==> src/rtl/ldr_pkg.sv <==
package ldr_pkg;
  typedef enum logic [3:0] {
    S_IDLE, S_BHOLD, S_BCLK, S_BVEC, S_BLOAD, S_BREST, S_RNMI, S_RACC, S_RRTI
  } ldr_state_t;

  localparam logic [7:0]  OP_NOP  = 8'hEA;
  localparam logic [7:0]  OP_RTI  = 8'h40;
  localparam logic [15:0] VEC_NMI = 16'hFFFA;
  localparam logic [15:0] VEC_RES = 16'hFFFC;

  // byte of the start address answered at a vector read: even -> low, odd -> high
  function automatic logic [7:0] vec_reply(input logic [15:0] start, input logic odd);
    return odd ? start[15:8] : start[7:0];
  endfunction
endpackage

==> src/rtl/ldr_ptr.sv <==
module ldr_ptr #(
  parameter int ADDR_W = 16,
  parameter int LEN_W  = 16
) (
  input  logic              clk,
  input  logic              rst_n,
  input  logic              load,
  input  logic [ADDR_W-1:0] base_in,
  input  logic [LEN_W-1:0]  len_in,
  input  logic              adv,
  output logic [ADDR_W-1:0] ptr,
  output logic [LEN_W-1:0]  cnt,
  output logic              last,
  output logic              done
);
  logic [ADDR_W-1:0] base_q;
  logic [LEN_W-1:0]  len_q;

  always_ff @(posedge clk or negedge rst_n) begin
    if (!rst_n) begin
      base_q <= '0;
      len_q  <= '0;
      cnt    <= '0;
    end else if (load) begin
      base_q <= base_in;
      len_q  <= len_in;
      cnt    <= '0;
    end else if (adv && !done) begin
      cnt <= cnt + 1'b1;
    end
  end

  assign ptr  = base_q + ADDR_W'(cnt);
  assign done = (cnt == len_q);
  assign last = (cnt == len_q - 1'b1);


  ptr_bound_chk: assert property (@(posedge clk) disable iff (!rst_n)
    done |=> (done || $past(load)));
endmodule

==> src/rtl/ldr_rdbuf.sv <==
module ldr_rdbuf (
  input  logic       clk,
  input  logic       rst_n,
  input  logic       push,
  input  logic [7:0] din,
  output logic       full,
  output logic       rd_valid,
  output logic [7:0] rd_data,
  input  logic       rd_ready
);
  always_ff @(posedge clk or negedge rst_n) begin
    if (!rst_n) begin
      rd_valid <= 1'b0;
      rd_data  <= '0;
    end else if (push) begin
      rd_valid <= 1'b1;
      rd_data  <= din;
    end else if (rd_ready) begin
      rd_valid <= 1'b0;
    end
  end

  assign full = rd_valid && !rd_ready;


  rd_hold_chk: assert property (@(posedge clk) disable iff (!rst_n)
    (rd_valid && !rd_ready) |=> (rd_valid && $stable(rd_data)));
endmodule

==> src/rtl/inject_loader.sv <==
module inject_loader
  import ldr_pkg::*;
#(
  parameter int ADDR_W  = 16,
  parameter int LEN_W   = 16,
  parameter int RST_CYC = 4
) (
  input  logic              clk,
  input  logic              rst_n,
  input  logic              boot_go,
  input  logic              rt_go,
  input  logic              rt_write,
  input  logic [ADDR_W-1:0] base,
  input  logic [LEN_W-1:0]  len,
  output logic [LEN_W-1:0]  src_idx,
  input  logic [7:0]        src_byte,
  input  logic              bus_cyc,
  input  logic [ADDR_W-1:0] cpu_addr,
  input  logic              cpu_rw,
  input  logic              cpu_sync,
  output logic              inj_en,
  output logic [7:0]        inj_data,
  output logic              ram_we,
  output logic              ram_oe,
  output logic [7:0]        ram_wdata,
  input  logic [7:0]        ram_rdata,
  output logic              cpu_res_n,
  output logic              cpu_nmi_n,
  output logic              cpu_rdy,
  output logic              clk_run,
  output logic              lockout,
  output logic              rom_wp,
  output logic              rd_valid,
  output logic [7:0]        rd_data,
  input  logic              rd_ready
);
  localparam int TW = $clog2(RST_CYC + 1);

  ldr_state_t        state;
  logic [TW-1:0]     tmr;
  logic              wr_q;
  logic [ADDR_W-1:0] start_q;
  logic [ADDR_W-1:0] ptr;
  logic              last, done, full;

  // named events for the assertions and the next-state logic
  logic fetch, rd_cyc, vec_hit, vec_odd, hit, stall, access, rti_hit, tmr_end, go_ok;

  assign fetch   = bus_cyc && cpu_sync && cpu_rw;
  assign rd_cyc  = bus_cyc && cpu_rw;
  assign vec_odd = cpu_addr[0];
  assign vec_hit = rd_cyc && (
      (state == S_BVEC && (cpu_addr | ADDR_W'(1)) == (VEC_RES | 16'h1)) ||
      (state == S_RNMI && (cpu_addr | ADDR_W'(1)) == (VEC_NMI | 16'h1)));
  assign hit     = fetch && (cpu_addr == ptr) && !done &&
                   (state == S_BLOAD || state == S_RACC);
  assign stall   = hit && state == S_RACC && !wr_q && full;
  assign access  = hit && !stall;
  assign rti_hit = fetch && state == S_RACC && done && (cpu_addr == ptr);
  assign tmr_end = (tmr == TW'(RST_CYC - 1));
  assign go_ok   = state == S_IDLE;

  ldr_ptr #(.ADDR_W(ADDR_W), .LEN_W(LEN_W)) u_ptr (
    .clk(clk), .rst_n(rst_n),
    .load(go_ok && (boot_go || rt_go)), .base_in(base), .len_in(len),
    .adv(access), .ptr(ptr), .cnt(src_idx), .last(last), .done(done)
  );

  ldr_rdbuf u_rdbuf (
    .clk(clk), .rst_n(rst_n),
    .push(access && state == S_RACC && !wr_q), .din(ram_rdata),
    .full(full), .rd_valid(rd_valid), .rd_data(rd_data), .rd_ready(rd_ready)
  );

  always_ff @(posedge clk or negedge rst_n) begin
    if (!rst_n) begin
      state   <= S_IDLE;
      tmr     <= '0;
      wr_q    <= 1'b0;
      start_q <= '0;
      rom_wp  <= 1'b0;
    end else begin
      unique case (state)
        S_IDLE: begin
          tmr <= '0;
          start_q <= base;
          if (boot_go) begin
            state  <= S_BHOLD;
            rom_wp <= 1'b0;
          end else if (rt_go) begin
            state <= S_RNMI;
            wr_q  <= rt_write;
          end
        end
        S_BHOLD, S_BCLK, S_BREST: begin
          tmr <= tmr_end ? '0 : tmr + 1'b1;
          if (tmr_end) begin
            if (state == S_BHOLD) state <= S_BCLK;
            else if (state == S_BCLK) state <= S_BVEC;
            else begin
              state  <= S_IDLE;
              rom_wp <= 1'b1;
            end
          end
        end
        S_BVEC:  if (vec_hit && vec_odd) state <= S_BLOAD;
        S_RNMI:  if (vec_hit && vec_odd) state <= S_RACC;
        S_BLOAD: if (access && last) state <= S_BREST;
        S_RACC:  if (rti_hit) state <= S_RRTI;
        S_RRTI:  if (fetch) state <= S_IDLE;
        default: state <= S_IDLE;
      endcase
    end
  end

  always_comb begin
    inj_en   = 1'b0;
    inj_data = OP_NOP;
    if (vec_hit) begin
      inj_en   = 1'b1;
      inj_data = vec_reply(start_q, vec_odd);
    end else if (state == S_BLOAD || state == S_RACC) begin
      inj_en   = 1'b1;
      inj_data = rti_hit ? OP_RTI : OP_NOP;
    end
  end

  assign ram_we    = access && (state == S_BLOAD || wr_q);
  assign ram_oe    = access && state == S_RACC && !wr_q;
  assign ram_wdata = src_byte;
  assign cpu_res_n = !(state == S_BHOLD || state == S_BCLK || state == S_BREST);
  assign cpu_nmi_n = (state != S_RNMI);
  assign clk_run   = (state != S_BHOLD);
  assign cpu_rdy   = !stall;
  assign lockout   = (state != S_IDLE);


  nop_on_write_chk: assert property (@(posedge clk) disable iff (!rst_n)
    ram_we |-> (inj_en && inj_data == OP_NOP));

  access_locked_chk: assert property (@(posedge clk) disable iff (!rst_n)
    (ram_we || ram_oe) |-> lockout);

  clk_stop_in_reset_chk: assert property (@(posedge clk) disable iff (!rst_n)
    !clk_run |-> !cpu_res_n);

  nmi_not_in_reset_chk: assert property (@(posedge clk) disable iff (!rst_n)
    !cpu_nmi_n |-> cpu_res_n);

  stall_no_read_chk: assert property (@(posedge clk) disable iff (!rst_n)
    !cpu_rdy |-> (!ram_oe && !ram_we));

  go_ignored_chk: assert property (@(posedge clk) disable iff (!rst_n)
    (lockout && $past(lockout) && (boot_go || rt_go)) |=> $stable(start_q));
endmodule

==> config.mk <==
export PLATFORM = sky130hd
export DESIGN_NAME = inject_loader
export DESIGN_NICKNAME = d
export VERILOG_FILES = /design/src/rtl/ldr_pkg.sv /design/src/rtl/ldr_ptr.sv /design/src/rtl/ldr_rdbuf.sv /design/src/rtl/inject_loader.sv
export SDC_FILE = /design/constraint.sdc
export NUM_CORES = 1
export LEC_CHECK = 0
export BUFFER_PORTS_ARGS = -buffer_cell sky130_fd_sc_hd__buf_2
export CORE_MARGIN = 8
export CORE_UTILIZATION = 49
export CTS_BUF_LIST = sky130_fd_sc_hd__clkbuf_8
export DETAILED_ROUTE_END_ITERATION = 8
export GPL_TIMING_DRIVEN = 0
export PLACE_DENSITY = 0.76
export SYNTH_ARGS = -nofsm -noshare
export SYNTH_HDL_FRONTEND = slang
export SYNTH_SLANG_ARGS = --single-unit
==> constraint.sdc <==
create_clock -name clk -period 3.4 [get_ports clk]
set_clock_uncertainty 0.15 [all_clocks]
set_input_delay 0.51 -clock clk [delete_from_list [all_inputs] [get_ports clk]]
set_output_delay 0.51 -clock clk [all_outputs]
set_load 0.01 [all_outputs]
==> summary.txt <==
layout cell share with drive strength beyond 1 -> 31.80%
first-pass GRT wire length -> 29030 um
Final Wtd Congestion -> 0.9304
total die area -> 0.01513 sq mm
GRT Residual Overflow -> 0
worst skew pair latency -> 370 ps
remaining antenna violation count -> 0
root buf cell -> clkbuf_8
required time of the worst setup path -> 2740 ps
area share of and/or/nand/nor cells after synthesis -> 28.23%
Tot GR Track Use -> 24.35%
setup TNS -> -16640 ps
crit path capture type -> output port
DP HPWL -> 13910 um
DR pass1 iterations -> 5
Syn Inst Count -> 680
Max Cap Viol -> 0
CTS Buf Count -> 9
Final setup viols -> 34
crit path to -> inj_data[7]
Clock Power Share -> 14.2%
Seq pwr share -> 32.7%
Worst EP arrival -> 3700 ps
worst hold path type -> in -> reg
CP Max Fanout -> 4
routed length per instance -> 19.01 um
relative slew slack -> 48.32%
fin crit period -> 4357 ps
Async S/R FF share, synth -> 100.0%
share of the synthesized area in the top cell type -> 36.57%
Post-synth EDFFs -> 0
synth warn -> 0
PwrDens -> 663.9 mW/mm^2
H-tree level count -> 3
Synth area leader -> dfrtp_1
Setup crit start kind -> register
post-synthesis compound-gate area fraction -> 14.52%
Switching Share -> 45.62%
fin crit share -> 128.1%
# DRC -> 0
antenna violations before repair -> 0
Antenna diodes -> 0
# rows -> 39
Num Clock Sinks -> 82
M1 WL -> 7824 um
post-route setup slack -> -956.6 ps
ranking of synthesized cells by area -> dfrtp_1 37%, nand2_1 11%, ha_1 4.0%
drt via density -> 5.914
critical path class -> reg -> out
Die Wd -> 123.0 um
worst-margin pin slew -> 772.3 ps
net switching power -> 2.217 mW
Seq/Total Area, Yosys -> 36.57%
via count -> 5849
Die Height -> 123.0 um
worst ir drop on vdd -> 0.0003648 V
# fillers -> 970
Internal Power -> 2.643 mW
mux share of post-synthesis cell area -> 4.214%
FF-to-FF Start -> u_ptr.cnt[0]$_DFFE_PN0P_
DR iter-0 viols -> 420
met2 wire length -> 8977 um
RSZ-0062 raised after global routing -> yes
total wire length -> 18800 um
Top FF cell, synth -> dfrtp_1
synth unique cells -> 63
CTS tree -> built
Final #Nets -> 933
Final Hold Fails -> 0
P_leak -> 3.438 nW
syn_area_per_cell -> 8.252 sq um
Layout area overhead -> 30.43%
dpl ws -> -701.9 ps
pin count of the biggest net entering global routing -> 55
num ports -> 123
R2R Path End -> u_ptr.cnt[8]$_DFFE_PN0P_
Max Slew Vio Count -> 0
post-synthesis adder-cell area fraction -> 4.370%
PortBufs -> 114
combinational power share -> 53.2%
status -> complete, but fails checks
Setup crit start -> u_ptr.cnt[0]$_DFFE_PN0P_
#FFs+latches synth -> 82
reg-to-reg setup timing slack -> -490 ps
Max Used Layer -> met4
clk slew on worst S/H paths -> 80 ps
number of global-route vias before repair -> 5743
highest clock rate -> 229.5 MHz
main combinational cell family by area after synthesis -> simple AND/OR/NAND/NOR gates
core area -> 0.01132 sq mm
Starting Density -> 49.57%
reg2reg path depth -> 16
Post-Synth XOR/XNOR Area -> 8.049%
CTS max path bufs -> 2
Synth Cell Area -> 0.005612 sq mm
syn_nets -> 772
routed length on met3 -> 1589 um
failing checks -> negative setup slack
power groups by stage:
stage	Combinational, mW	Clock [mW]	Sequential [mW]
floorplan	1.68	0	1.51
global placement	2.15	0	1.58
detailed placement	2.22	0	1.60
CTS	2.49	0.695	1.58
global route	2.82	0.733	1.63
finish	2.58	0.688	1.59
kinds of logic after synthesis:
kind of cell / count (synthesis)
AND/OR/NAND/NOR: 328
AO/OA/AOI/OAI: 127
flip-flops: 82
buffers and inverters: 52
XOR/XNOR: 50
multiplexers: 22
adder cells (fa/ha/maj): 19
per-layer routing:
layer,track usage [%],up-vias
met3,5.799,36
met1,30.69,2828
li1,-,2715
met2,39.89,270
met4,9.180,0
met5,0,-
registers in the layout, indices dropped and copies added, names as in the netlist:
signal and cells:
state 4, start_q 16, wr_q 1, u_rdbuf.rd_data 8
u_ptr.len_q 16, u_ptr.cnt 16, u_ptr.base_q 16, rom_wp 1
u_rdbuf.rd_valid 1, tmr 3
how the worst min path moves through the flow:
stage	start	end	slack [ps]	cells past startpoint
3_5_place_dp	rst_n	u_ptr.len_q[11]$_DFFE_PN0P_	320	1
5_1_grt	len[3]	u_ptr.len_q[3]$_DFFE_PN0P_	180	3
4_1_cts	len[8]	u_ptr.len_q[8]$_DFFE_PN0P_	170	3
6_report	len[8]	u_ptr.len_q[8]$_DFFE_PN0P_	180	3
3_3_place_gp	start_q[11]$_DFFE_PN0N_	start_q[11]$_DFFE_PN0N_	310	2
2_1_floorplan	rst_n	rom_wp$_DFFE_PN0P_	60	0
cell usage in the layout (no fill, tap or decap), drive strengths merged, types with 16 or more instances in the layout:
cell type and n:
ha 18, inv 18, nand2 165, xnor2 24, xor2 25, clkbuf 34, o21ai 39, a21oi 32
dfrtp 82, buf 161, nor3 16, nand3 18, nor2 33
cell usage after synthesis, drive strengths merged, types with 5 or more instances:
cell type,number
xnor2,24
o21ai,39
dfrtp,82
clkbuf,26
inv,15
and3,11
nor4,12
o21a,5
nor2,33
mux2,13
or4,5
a211oi,5
buf,11
xor2,25
nor3,16
o211ai,8
a21oi,32
ha,18
nor3b,5
nand4,14
or3,13
nand3,18
nand2,165
mux2i,9
nand2b,9
worst max-delay path, cell delays in order (launching register included):
cell and delay, ps:
dfrtp_2 450, ha_4 170, fa_2 350, a21o_1 220, a221oi_4 400, buf_4 190
o31a_1 150, o2111ai_2 140, nor4b_2 330, nand3b_1 280, o31ai_4 360, o21ai_1 130
buf_2 170
through the flow:
step	util, %	total power [mW]	cell area (sq um)	hold WS, ps	std cells
2_1_floorplan	-	3.190	5679	64.41	680
3_3_place_gp	56.79	3.731	6429	307.0	937
3_5_place_dp	57.11	3.820	6465	316.0	938
4_1_cts	62.92	4.761	7123	171.0	982
5_1_grt	64.66	5.185	7320	184.1	989
6_report	64.66	4.859	7320	180.5	989
repair_timing:
| action | 4_1_cts | 5_1_grt |
|---|---|---|
| gates resized for setup | 59 | 43 |
| pin swaps | 44 | 18 |
| hold endpoints to repair | 28 | 0 |
| setup buffers | 28 | 11 |
| gates cloned | 3 | 0 |
| hold buffers | 1 | 0 |
| endpoints found under the setup margin | 35 | 67 |
cell type report:
cell class | count | area, sq um | area share [%]
Clock inverter | 6 | 48.80 | 0.6667
Sequential cell | 82 | 2058 | 28.12
Inverter | 15 | 56.30 | 0.7692
Timing Repair Buffer | 151 | 938.4 | 12.82
Clock buffer | 10 | 137.6 | 1.880
Tap cell | 143 | 178.9 | 2.444
Multi-Input combinational cell | 547 | 3716 | 50.77
Buffer | 35 | 185.2 | 2.530
Power figures use the tool's default switching activity.
